**src/rtl/mrr_pkg.sv**
```systemverilog
package mrr_pkg;

  typedef enum logic [2:0] {
    RC_PARM        = 3'd0,
    RC_MOVE        = 3'd1,
    RC_MOVE_LOAD   = 3'd2,
    RC_PARM_SEND   = 3'd3,
    RC_MOVE_SEND   = 3'd4,
    RC_PARM_LOAD   = 3'd5,
    RC_LOAD_PSEND  = 3'd6,
    RC_LOAD_ISEND  = 3'd7
  } rcode_e;

  typedef enum logic [1:0] {
    SD_RESULT = 2'd0,
    SD_PARAM  = 2'd1,
    SD_STEP   = 2'd2
  } sdata_e;

  typedef enum logic [2:0] {
    ST_IDLE    = 3'd0,
    ST_PRELOAD = 3'd1,
    ST_RUN     = 3'd2,
    ST_FETCH   = 3'd3,
    ST_SEND    = 3'd4
  } state_e;

  function automatic logic rc_fetches(rcode_e c);
    return c inside {RC_PARM, RC_PARM_SEND, RC_PARM_LOAD, RC_LOAD_PSEND};
  endfunction

  function automatic logic rc_dst_param(rcode_e c);
    return c inside {RC_PARM, RC_PARM_SEND, RC_PARM_LOAD};
  endfunction

  function automatic logic rc_loads(rcode_e c);
    return c inside {RC_MOVE_LOAD, RC_PARM_LOAD, RC_LOAD_PSEND, RC_LOAD_ISEND};
  endfunction

  function automatic logic rc_sends(rcode_e c);
    return c inside {RC_PARM_SEND, RC_MOVE_SEND, RC_LOAD_PSEND, RC_LOAD_ISEND};
  endfunction

  function automatic sdata_e rc_send_src(rcode_e c);
    case (c)
      RC_LOAD_PSEND: return SD_PARAM;
      RC_LOAD_ISEND: return SD_STEP;
      default:       return SD_RESULT;
    endcase
  endfunction

endpackage

```
**src/rtl/mrr_param_port.sv**
```systemverilog
module mrr_param_port #(
  parameter int DATA_W = 32
) (
  input  logic              clk,
  input  logic              rst,
  input  logic              clear_i,
  input  logic              want_i,
  input  logic              par_valid_i,
  input  logic [DATA_W-1:0] par_data_i,
  input  logic              par_last_i,
  output logic              par_ready_o,
  output logic              got_o,
  output logic [DATA_W-1:0] data_o,
  output logic              underflow_o
);

  logic drained_q;
  logic underflow_q;

  // Once the last word is gone, requests are served with zero at once.
  assign par_ready_o = want_i && !drained_q;
  assign got_o       = want_i && (drained_q || par_valid_i);
  assign data_o      = drained_q ? '0 : par_data_i;
  assign underflow_o = underflow_q;

  always_ff @(posedge clk) begin
    if (rst || clear_i) begin
      drained_q   <= 1'b0;
      underflow_q <= 1'b0;
    end else begin
      if (par_ready_o && par_valid_i && par_last_i) drained_q <= 1'b1;
      if (want_i && drained_q) underflow_q <= 1'b1;
    end
  end

  // the flag holds until the next macro start
  a_r10_flag_sticky: assert property (@(posedge clk) disable iff (rst)
    underflow_q && !clear_i |=> underflow_q);

  // after the last word no further word is taken from the stream
  a_r10_no_pop_drained: assert property (@(posedge clk) disable iff (rst)
    par_ready_o && par_valid_i && par_last_i && !clear_i |=> !par_ready_o);

endmodule

```
**src/rtl/mrr_method_addr.sv**
```systemverilog
module mrr_method_addr #(
  parameter int METH_W = 12,
  parameter int INC_W  = 6,
  localparam int MADDR_W = METH_W + INC_W
) (
  input  logic               clk,
  input  logic               rst,
  input  logic               clear_i,
  input  logic               load_i,
  input  logic [MADDR_W-1:0] load_val_i,
  input  logic               adv_i,
  output logic [METH_W-1:0]  send_meth_o
);

  logic [MADDR_W-1:0] addr_q;
  logic [MADDR_W-1:0] view;
  logic [MADDR_W-1:0] addr_d;
  logic [METH_W-1:0]  meth;
  logic [INC_W-1:0]   step;

  // A load in the same instruction is visible to that instruction's write.
  assign view        = load_i ? load_val_i : addr_q;
  assign meth        = view[METH_W-1:0];
  assign step        = view[MADDR_W-1:METH_W];
  assign send_meth_o = meth;

  always_comb begin
    addr_d = view;
    if (adv_i) addr_d = {step, meth + METH_W'(step)};
  end

  always_ff @(posedge clk) begin
    if (rst || clear_i) addr_q <= '0;
    else                addr_q <= addr_d;
  end

  // a start leaves the register at zero
  a_r1_cleared: assert property (@(posedge clk) disable iff (rst)
    clear_i |=> addr_q == '0);

  // advancing never alters the step field
  a_r6_step_kept: assert property (@(posedge clk) disable iff (rst)
    adv_i && !load_i && !clear_i |=> addr_q[MADDR_W-1:METH_W] == $past(addr_q[MADDR_W-1:METH_W]));

endmodule

```
**src/rtl/macro_result_router.sv**
```systemverilog
module macro_result_router #(
  parameter int DATA_W    = 32,
  parameter int REG_IDX_W = 3,
  parameter int METH_W    = 12,
  parameter int INC_W     = 6
) (
  input  logic                 clk,
  input  logic                 rst,
  input  logic                 start_i,
  input  logic                 ins_valid_i,
  output logic                 ins_ready_o,
  input  logic [2:0]           ins_code_i,
  input  logic [REG_IDX_W-1:0] ins_dst_i,
  input  logic [DATA_W-1:0]    ins_result_i,
  input  logic                 par_valid_i,
  output logic                 par_ready_o,
  input  logic [DATA_W-1:0]    par_data_i,
  input  logic                 par_last_i,
  output logic                 rf_we_o,
  output logic [REG_IDX_W-1:0] rf_idx_o,
  output logic [DATA_W-1:0]    rf_data_o,
  output logic                 mw_valid_o,
  input  logic                 mw_ready_i,
  output logic [METH_W-1:0]    mw_method_o,
  output logic [DATA_W-1:0]    mw_data_o,
  output logic                 underflow_o
);
  import mrr_pkg::*;

  localparam int MADDR_W = METH_W + INC_W;

  state_e               st_q;
  rcode_e               code_q;
  logic [REG_IDX_W-1:0] dst_q;
  logic [DATA_W-1:0]    res_q;

  logic                 rf_we_q;
  logic [REG_IDX_W-1:0] rf_idx_q;
  logic [DATA_W-1:0]    rf_data_q;
  logic                 mw_valid_q;
  logic [METH_W-1:0]    mw_method_q;
  logic [DATA_W-1:0]    mw_data_q;

  rcode_e               in_code;
  rcode_e               ex_code;
  logic [REG_IDX_W-1:0] ex_dst;
  logic [DATA_W-1:0]    ex_res;
  logic                 want;
  logic                 got;
  logic [DATA_W-1:0]    pval;
  logic                 accept;
  logic                 exec;
  logic                 preload_done;
  logic [METH_W-1:0]    send_meth;
  logic [DATA_W-1:0]    send_data;
  logic [DATA_W-1:0]    wr_data;

  assign in_code     = rcode_e'(ins_code_i);
  assign ins_ready_o = (st_q == ST_RUN);
  assign accept      = ins_valid_i && ins_ready_o && !start_i;
  assign want        = !start_i && ((st_q == ST_PRELOAD) || (st_q == ST_FETCH));

  // Operand source: live inputs on a direct accept, captured copy after a wait.
  assign ex_code = (st_q == ST_FETCH) ? code_q : in_code;
  assign ex_dst  = (st_q == ST_FETCH) ? dst_q  : ins_dst_i;
  assign ex_res  = (st_q == ST_FETCH) ? res_q  : ins_result_i;

  assign exec = (accept && !rc_fetches(in_code)) || ((st_q == ST_FETCH) && got);
  assign preload_done = (st_q == ST_PRELOAD) && got;

  mrr_param_port #(.DATA_W(DATA_W)) u_param (
    .clk         (clk),
    .rst         (rst),
    .clear_i     (start_i),
    .want_i      (want),
    .par_valid_i (par_valid_i),
    .par_data_i  (par_data_i),
    .par_last_i  (par_last_i),
    .par_ready_o (par_ready_o),
    .got_o       (got),
    .data_o      (pval),
    .underflow_o (underflow_o)
  );

  mrr_method_addr #(.METH_W(METH_W), .INC_W(INC_W)) u_maddr (
    .clk         (clk),
    .rst         (rst),
    .clear_i     (start_i),
    .load_i      (exec && rc_loads(ex_code)),
    .load_val_i  (ex_res[MADDR_W-1:0]),
    .adv_i       (exec && rc_sends(ex_code)),
    .send_meth_o (send_meth)
  );

  always_comb begin
    wr_data = rc_dst_param(ex_code) ? pval : ex_res;
    case (rc_send_src(ex_code))
      SD_PARAM: send_data = pval;
      SD_STEP:  send_data = DATA_W'(ex_res[METH_W +: INC_W]);
      default:  send_data = ex_res;
    endcase
  end

  always_ff @(posedge clk) begin
    if (rst) begin
      st_q        <= ST_IDLE;
      code_q      <= RC_MOVE;
      dst_q       <= '0;
      res_q       <= '0;
      rf_we_q     <= 1'b0;
      rf_idx_q    <= '0;
      rf_data_q   <= '0;
      mw_valid_q  <= 1'b0;
      mw_method_q <= '0;
      mw_data_q   <= '0;
    end else begin
      rf_we_q <= 1'b0;
      if (start_i) begin
        st_q       <= ST_PRELOAD;
        mw_valid_q <= 1'b0;
      end else begin
        if (accept) begin
          code_q <= in_code;
          dst_q  <= ins_dst_i;
          res_q  <= ins_result_i;
          if (rc_fetches(in_code)) st_q <= ST_FETCH;
        end
        if (preload_done) begin
          rf_we_q   <= 1'b1;
          rf_idx_q  <= REG_IDX_W'(1);
          rf_data_q <= pval;
          st_q      <= ST_RUN;
        end
        if ((st_q == ST_SEND) && mw_ready_i) begin
          mw_valid_q <= 1'b0;
          st_q       <= ST_RUN;
        end
        if (exec) begin
          rf_we_q   <= (ex_dst != '0);
          rf_idx_q  <= ex_dst;
          rf_data_q <= wr_data;
          if (rc_sends(ex_code)) begin
            mw_valid_q  <= 1'b1;
            mw_method_q <= send_meth;
            mw_data_q   <= send_data;
            st_q        <= ST_SEND;
          end else begin
            st_q <= ST_RUN;
          end
        end
      end
    end
  end

  assign rf_we_o     = rf_we_q;
  assign rf_idx_o    = rf_idx_q;
  assign rf_data_o   = rf_data_q;
  assign mw_valid_o  = mw_valid_q;
  assign mw_method_o = mw_method_q;
  assign mw_data_o   = mw_data_q;

  // register 0 is never written
  a_r7_no_reg0_write: assert property (@(posedge clk) disable iff (rst)
    rf_we_o |-> rf_idx_o != '0);

  // a stalled method write keeps its contents
  a_r9_send_held: assert property (@(posedge clk) disable iff (rst)
    mw_valid_o && !mw_ready_i && !start_i |=> mw_valid_o && $stable(mw_method_o) && $stable(mw_data_o));

  // no instruction enters while a method write is outstanding
  a_r9_no_accept_in_send: assert property (@(posedge clk) disable iff (rst)
    mw_valid_o |-> !ins_ready_o);

  // a pending fetch without data keeps the instruction stage closed
  a_r8_fetch_blocks: assert property (@(posedge clk) disable iff (rst)
    (st_q == ST_FETCH) && !got && !start_i |=> !ins_ready_o && !rf_we_o);

endmodule

```
**config.mk**
```make
export PLATFORM = sky130hd
export DESIGN_NAME = macro_result_router
export DESIGN_NICKNAME = d
export VERILOG_FILES = /design/src/rtl/mrr_pkg.sv /design/src/rtl/mrr_param_port.sv /design/src/rtl/mrr_method_addr.sv /design/src/rtl/macro_result_router.sv
export SDC_FILE = /design/constraint.sdc
export NUM_CORES = 1
export LEC_CHECK = 0
export BUFFER_PORTS_ARGS = -buffer_cell sky130_fd_sc_hd__buf_4
export CORE_MARGIN = 10
export CORE_UTILIZATION = 25
export CTS_BUF_LIST = sky130_fd_sc_hd__clkbuf_4 sky130_fd_sc_hd__clkbuf_8 sky130_fd_sc_hd__clkbuf_16
export DETAILED_ROUTE_END_ITERATION = 8
export GPL_ROUTABILITY_DRIVEN = 1
export HOLD_SLACK_MARGIN = 0.1
export SETUP_SLACK_MARGIN = 0.02
export SYNTH_ARGS = -nofsm -noshare
export SYNTH_HDL_FRONTEND = slang
export SYNTH_SLANG_ARGS = --single-unit
```
**constraint.sdc**
```tcl
create_clock -name clk -period 8.75 [get_ports clk]
set_clock_uncertainty 0.1 [all_clocks]
set_input_delay 1.3125 -clock clk [delete_from_list [all_inputs] [get_ports clk]]
set_output_delay 1.3125 -clock clk [all_outputs]
set_load 0.03 [all_outputs]
```
Word-level counts from Yosys, hierarchy flattened
Cells that the tools add are included.

storage, ports and cells
  logic and storage cells = 95
  register bits after elaboration = 142
  input port bits = 77

cells by class
  add/sub/neg operators = 1
  reduce and logical (&&, ||, !) cells = 39
  bitwise gates (word level) = 1
  eq/ne operators = 15
  mux-type cells = 25

operator list
  operator            count
  $mux 32             5
  $pmux 32 s2         1
  $mux 3              10
  $eq 3x3->1 const B  7
  $reduce_bool 4->1   5
  $mux 18             1
  $eq 3x2->1 const B  5
  $logic_and 1x1->1   14
  $add 12x6->12       1
  $mux 12             1
  $reduce_bool 5->1   2
  $reduce_and 2->1    4
  $logic_not 3->1     2
  $mux 1              6
  $reduce_bool 3->1   2
  $logic_or 1x1->1    4
  $pmux 2 s2          1
  $eq 3x1->1 const B  1
  $logic_not 1->1     3
  $reduce_and 3->1    1
  $eq 2x1->1 const B  1
  $eq 2x2->1 const B  1
  $reduce_bool 2->1   1
  $reduce_or 2->1     1
  $not 1->1           1

Depth between registers and ports, before layout
  depth after elaboration = 10
  mapped depth = 17
  depth with buffers taken out = 14

Hierarchy
From an unflattened synthesis, not the netlist that was laid out.

second synthesis, totals
  cells, all modules = 781
  area, all modules = 6985.4 um2

by module, submodules not included
  module               area each (um2)  cells each  times used
  macro_result_router  5491.5           611         1
  mrr_method_addr      1183.6           127         1
  mrr_param_port       310.3            43          1

Worst setup path after synthesis
No wires, ideal clock.

  path type = input to register
  from = in ins_code_i[0]
  to = reg u_maddr.addr_q[10]
  path slack = 3.578 ns
  cell stages on the path = 16
  arrival = 4.946 ns
  buffers on the path = 3
  required time = 8.524 ns
  library setup time = 0.126 ns
  cell sequence = buf_2 xnor3_1 nor3_2 o22ai_2 buf_2 buf_2 mux2_2 ha_1 fa_1 a21o_1 maj3_1 mux2_2 nor3b_1 o31ai_2 or3_1 a21oi_1

on the way
  word-level cells in the longest chain between the ends = 9
  elaborated cells on any way between the ends = 22
  classes of those cells = add/sub (1); eq/ne (9); mux (3); reduce/logical (9)

RTL lines
  element                                   RTL line                   RTL
  start, declared                           macro_result_router.sv:12  input logic [2:0] ins_code_i,
  $eq 3x2->1, or another cell as far along  mrr_pkg.sv:29              return c inside {RC_PARM, RC_PARM_SEND, RC_PARM_LOAD, RC_LOAD_PSEND};
  $reduce_bool 4->1                         mrr_pkg.sv:29
  $logic_not 1->1                           macro_result_router.sv:68  assign exec = (accept && !rc_fetches(in_code)) || ((st_q == ST_FETCH) && got);
  $logic_and 1x1->1                         macro_result_router.sv:68
  $logic_or 1x1->1                          macro_result_router.sv:68
  $logic_and 1x1->1 *                       macro_result_router.sv:89  .load_i (exec && rc_loads(ex_code)),
  $mux 18 *                                 mrr_method_addr.sv:22      assign view = load_i ? load_val_i : addr_q;
  via u_maddr.addr_d[12]                    mrr_method_addr.sv:17      logic [MADDR_W-1:0] addr_d;
  $add 12x6->12 *                           mrr_method_addr.sv:29      if (adv_i) addr_d = {step, meth + METH_W'(step)};
  $mux 12 *                                 mrr_method_addr.sv:29
  end signal, assigned                      mrr_method_addr.sv:34      else addr_q <= addr_d;
  end, declared                             mrr_method_addr.sv:15      logic [MADDR_W-1:0] addr_q;

Mark *: on every way through the listed nets, which the timed path passes. The rest lies on a longest branch.
A chain may end at the register's enable or synchronous reset.

Worst setup path after layout
  from = in ins_code_i[2]
  to = reg u_maddr.addr_q[8]

The elaborated chain is that of the path after synthesis.

==> impl_metrics.ini <==
[cells_and_area]
area_growth_syn_to_layout_pct = 29.1
drive_above_1_share_pct = 23.1
utilization_pct = 32.9
nFillCells = 2874
layout_commonest_cell = nand2_1
commonest_cells_after_routing_fill_and_taps_aside = nand2_1, buf_4, dfxtp_1
num-nets-final = 1081
insertedDiodeCount = 0
final-instance-count-excl-fill = 1349

[global_route]
grt_use_total_pct = 14.2
initial_antenna_violation_count = 0
first_global_vias = 6273
grt_first_pass_wirelength_mm = 37.7
grt_overflow = 0
grt_start_max_net_pins = 78

[clock_tree]
cts_hold_buffers = 0
clock_path_buffers = 2
cts.clk_slew.worst_paths_ps = 60
cts_tree = done
cts_sinks = 142
post_cts_setup_buffers = 0
clock_latency_on_the_worst_skew_pair_ps = 420
clock-root-buffer = clkbuf_16
cts_resized = 0
cts_made_buffers = 17
cts-htree-levels = 4

[floorplan]
core_area_sq_um = 27000
start_util_pct = 25.5
die-height_um = 186
chipWidth_um = 186
io_pins = 161
fp-row-count = 60
design.die.area_sq_um = 34600

[route]
route.detailed.vias_per_inst = 4.99
detail-route-antenna-nets = 0
routed_wirelength_mm = 24.9
first_iter_violations = 525
drc = 0
avgRoutedWirePerCell_um = 18.5
dr.pass1.iters = 5
routed-via-count = 6729

[synthesis]
synthCells = 878
yosysWarnings = 0
postSynthNetCount = 963
ys.flop_type = dfxtp_1
asyncSetResetFlopFracSynth_pct = 0
ys_seq_area_share_pct = 41.3
ys_ff_latch = 142
synth_edf_count = 0
unique_cell_type_count_in_the_yosys_netlist = 56
post_synthesis_cell_area_sq_um = 6890
synth.avg_cell_area_sq_um = 7.84

[place]
numPlacedInstances = 1318
detailedPlace.worstSlack_ps = 3460
io_buffers = 160
dpl.hpwl_mm = 17.6
place.gp.congestion = 0.837

[sta]
final.period_utilization_pct = 55.8
fin_tns_setup_ps = 0
tightestPinTransition_ps = 927
final.hold.worst_slack_ps = 353
report.final.hold_viol_count = 0
fin_crit_ps = 4880
maximum_frequency_from_static_timing_analysis_ghz = 0.205
post-route-worst-setup-slack_ps = 3870
timing.final.max_slew_violations = 0
setup_violations_final = 0
relSlewSlack_pct = 38.2
unrepaired_setup_endpoints_after_global_routing = false

[power_and_ir_drop]
power.density_cell_area_nw_per_um2 = 173
ir_drop_uv = 101
p_leak_nw = 3.52

[setup_path]
timing.reg2reg.setup_slack_ps = 4110
number_of_cells_on_the_worst_reg_to_reg_path = 15
critPathLaunch = ins_code_i[2]
crit_fanout = 35
timing.critical_path.arrival_ps = 5130
timing_worst_setup_path_type = in2reg
start_kind = primary input
worst_r2r_startpoint = st_q[2]
timing.critical_path.to = u_maddr.addr_q[8]
end_kind = flip-flop
terminus_of_the_critical_flop_to_flop_path = u_maddr.addr_q[8]
timing.critical_path.required_ps = 8990

[flow_run]
drv.max_cap_violation_count = 0

[outcome]
run_status = completed

[worst_hold_path]
hp-class = reg2reg
critical path, cell delays in order:
cell and delay (ps):
buf_4 140, xnor3_1 430, nor3_2 60, o22ai_2 110, buf_4 370, mux2_2 400
ha_1 220, fa_1 440, a21o_1 210, maj3_1 360, mux2_2 280, nor3b_1 160
o31ai_2 340, o21ai_0 160, a21oi_1 140
registers in the layout, indices dropped and copies added, names as in the netlist:
| register | count |
|---|---|
| mw_data_o | 32 |
| res_q | 32 |
| rf_data_o | 32 |
| u_maddr.addr_q | 18 |
| mw_method_o | 12 |
| code_q | 3 |
| dst_q | 3 |
| rf_idx_o | 3 |
| st_q | 3 |
| mw_valid_o | 1 |
| rf_we_o | 1 |
| u_param.drained_q | 1 |
| u_param.underflow_o | 1 |
stage by stage:
step | total power, mW | area, sq um
floorplan | 0.753 | 6890
finish | 1.54 | 8890
global placement | 0.823 | 8310
CTS | 1.56 | 8890
detailed placement | 0.824 | 8310
global route | 1.60 | 8890
where the power goes:
part	switching, mW	internal, mW	leakage (nW)
clock	0.304	0.427	0.275
combinational	0.0891	0.0582	2.10
sequential	0.00629	0.656	1.15
total	0.399	1.14	3.52
area by class of cell:
class / instances / area, sq um / share of cell area [%]
clock buffers: 18 / 439 / 4.94
clock inverters: 13 / 140 / 1.58
inverters: 6 / 22.5 / 0.253
multi-input cells: 657 / 3730 / 41.9
flip-flops and latches: 142 / 2840 / 32.0
well taps: 341 / 427 / 4.80
repair buffers: 172 / 1290 / 14.5
cell usage after synthesis, drive strengths merged (6+ instances only):
library cell	instances	area, sq um
nand2b	8	50.1
buf	25	125
nor3b	33	248
nor2	83	312
ha	7	87.6
inv	6	22.5
nor3	33	170
a221oi	29	254
a211oi	36	270
o21ai	14	81.3
nand2	203	764
and2	8	50.1
dfxtp	142	2840
a21oi	98	490
mux2	16	180
mux2i	11	110
clkbuf	48	181
cell families after synthesis:
| group | Yosys count | share of synthesized area, % |
|---|---|---|
| compound gates | 209 | 19.9 |
| xor+xnor | 7 | 1.09 |
| fa+ha+maj | 13 | 2.29 |
| buf+inv | 79 | 4.78 |
| flops | 142 | 41.3 |
| mux | 27 | 4.22 |
| simple gates | 401 | 26.4 |
worst min-delay path by stage:
stage          cells after the start       from        end
2_1_floorplan                      2   res_q[9]   res_q[9]
3_3_place_gp                       2   res_q[9]   res_q[9]
3_5_place_dp                       2  res_q[24]  res_q[24]
4_1_cts                            2   res_q[2]   res_q[2]
5_1_grt                            2   res_q[0]   res_q[0]
6_report                           2  res_q[17]  res_q[17]
routing by layer:
layer  GRT usage [%]  wire [um]  vias to the layer above
li1                -          -                     3319
met3            3.98       2010                       16
met4            4.16        340                        0
met5               0          0                        -
met1            19.5      11700                     3182
met2            21.0      10900                      212
No activity file was read; power rests on OpenSTA's default activity.
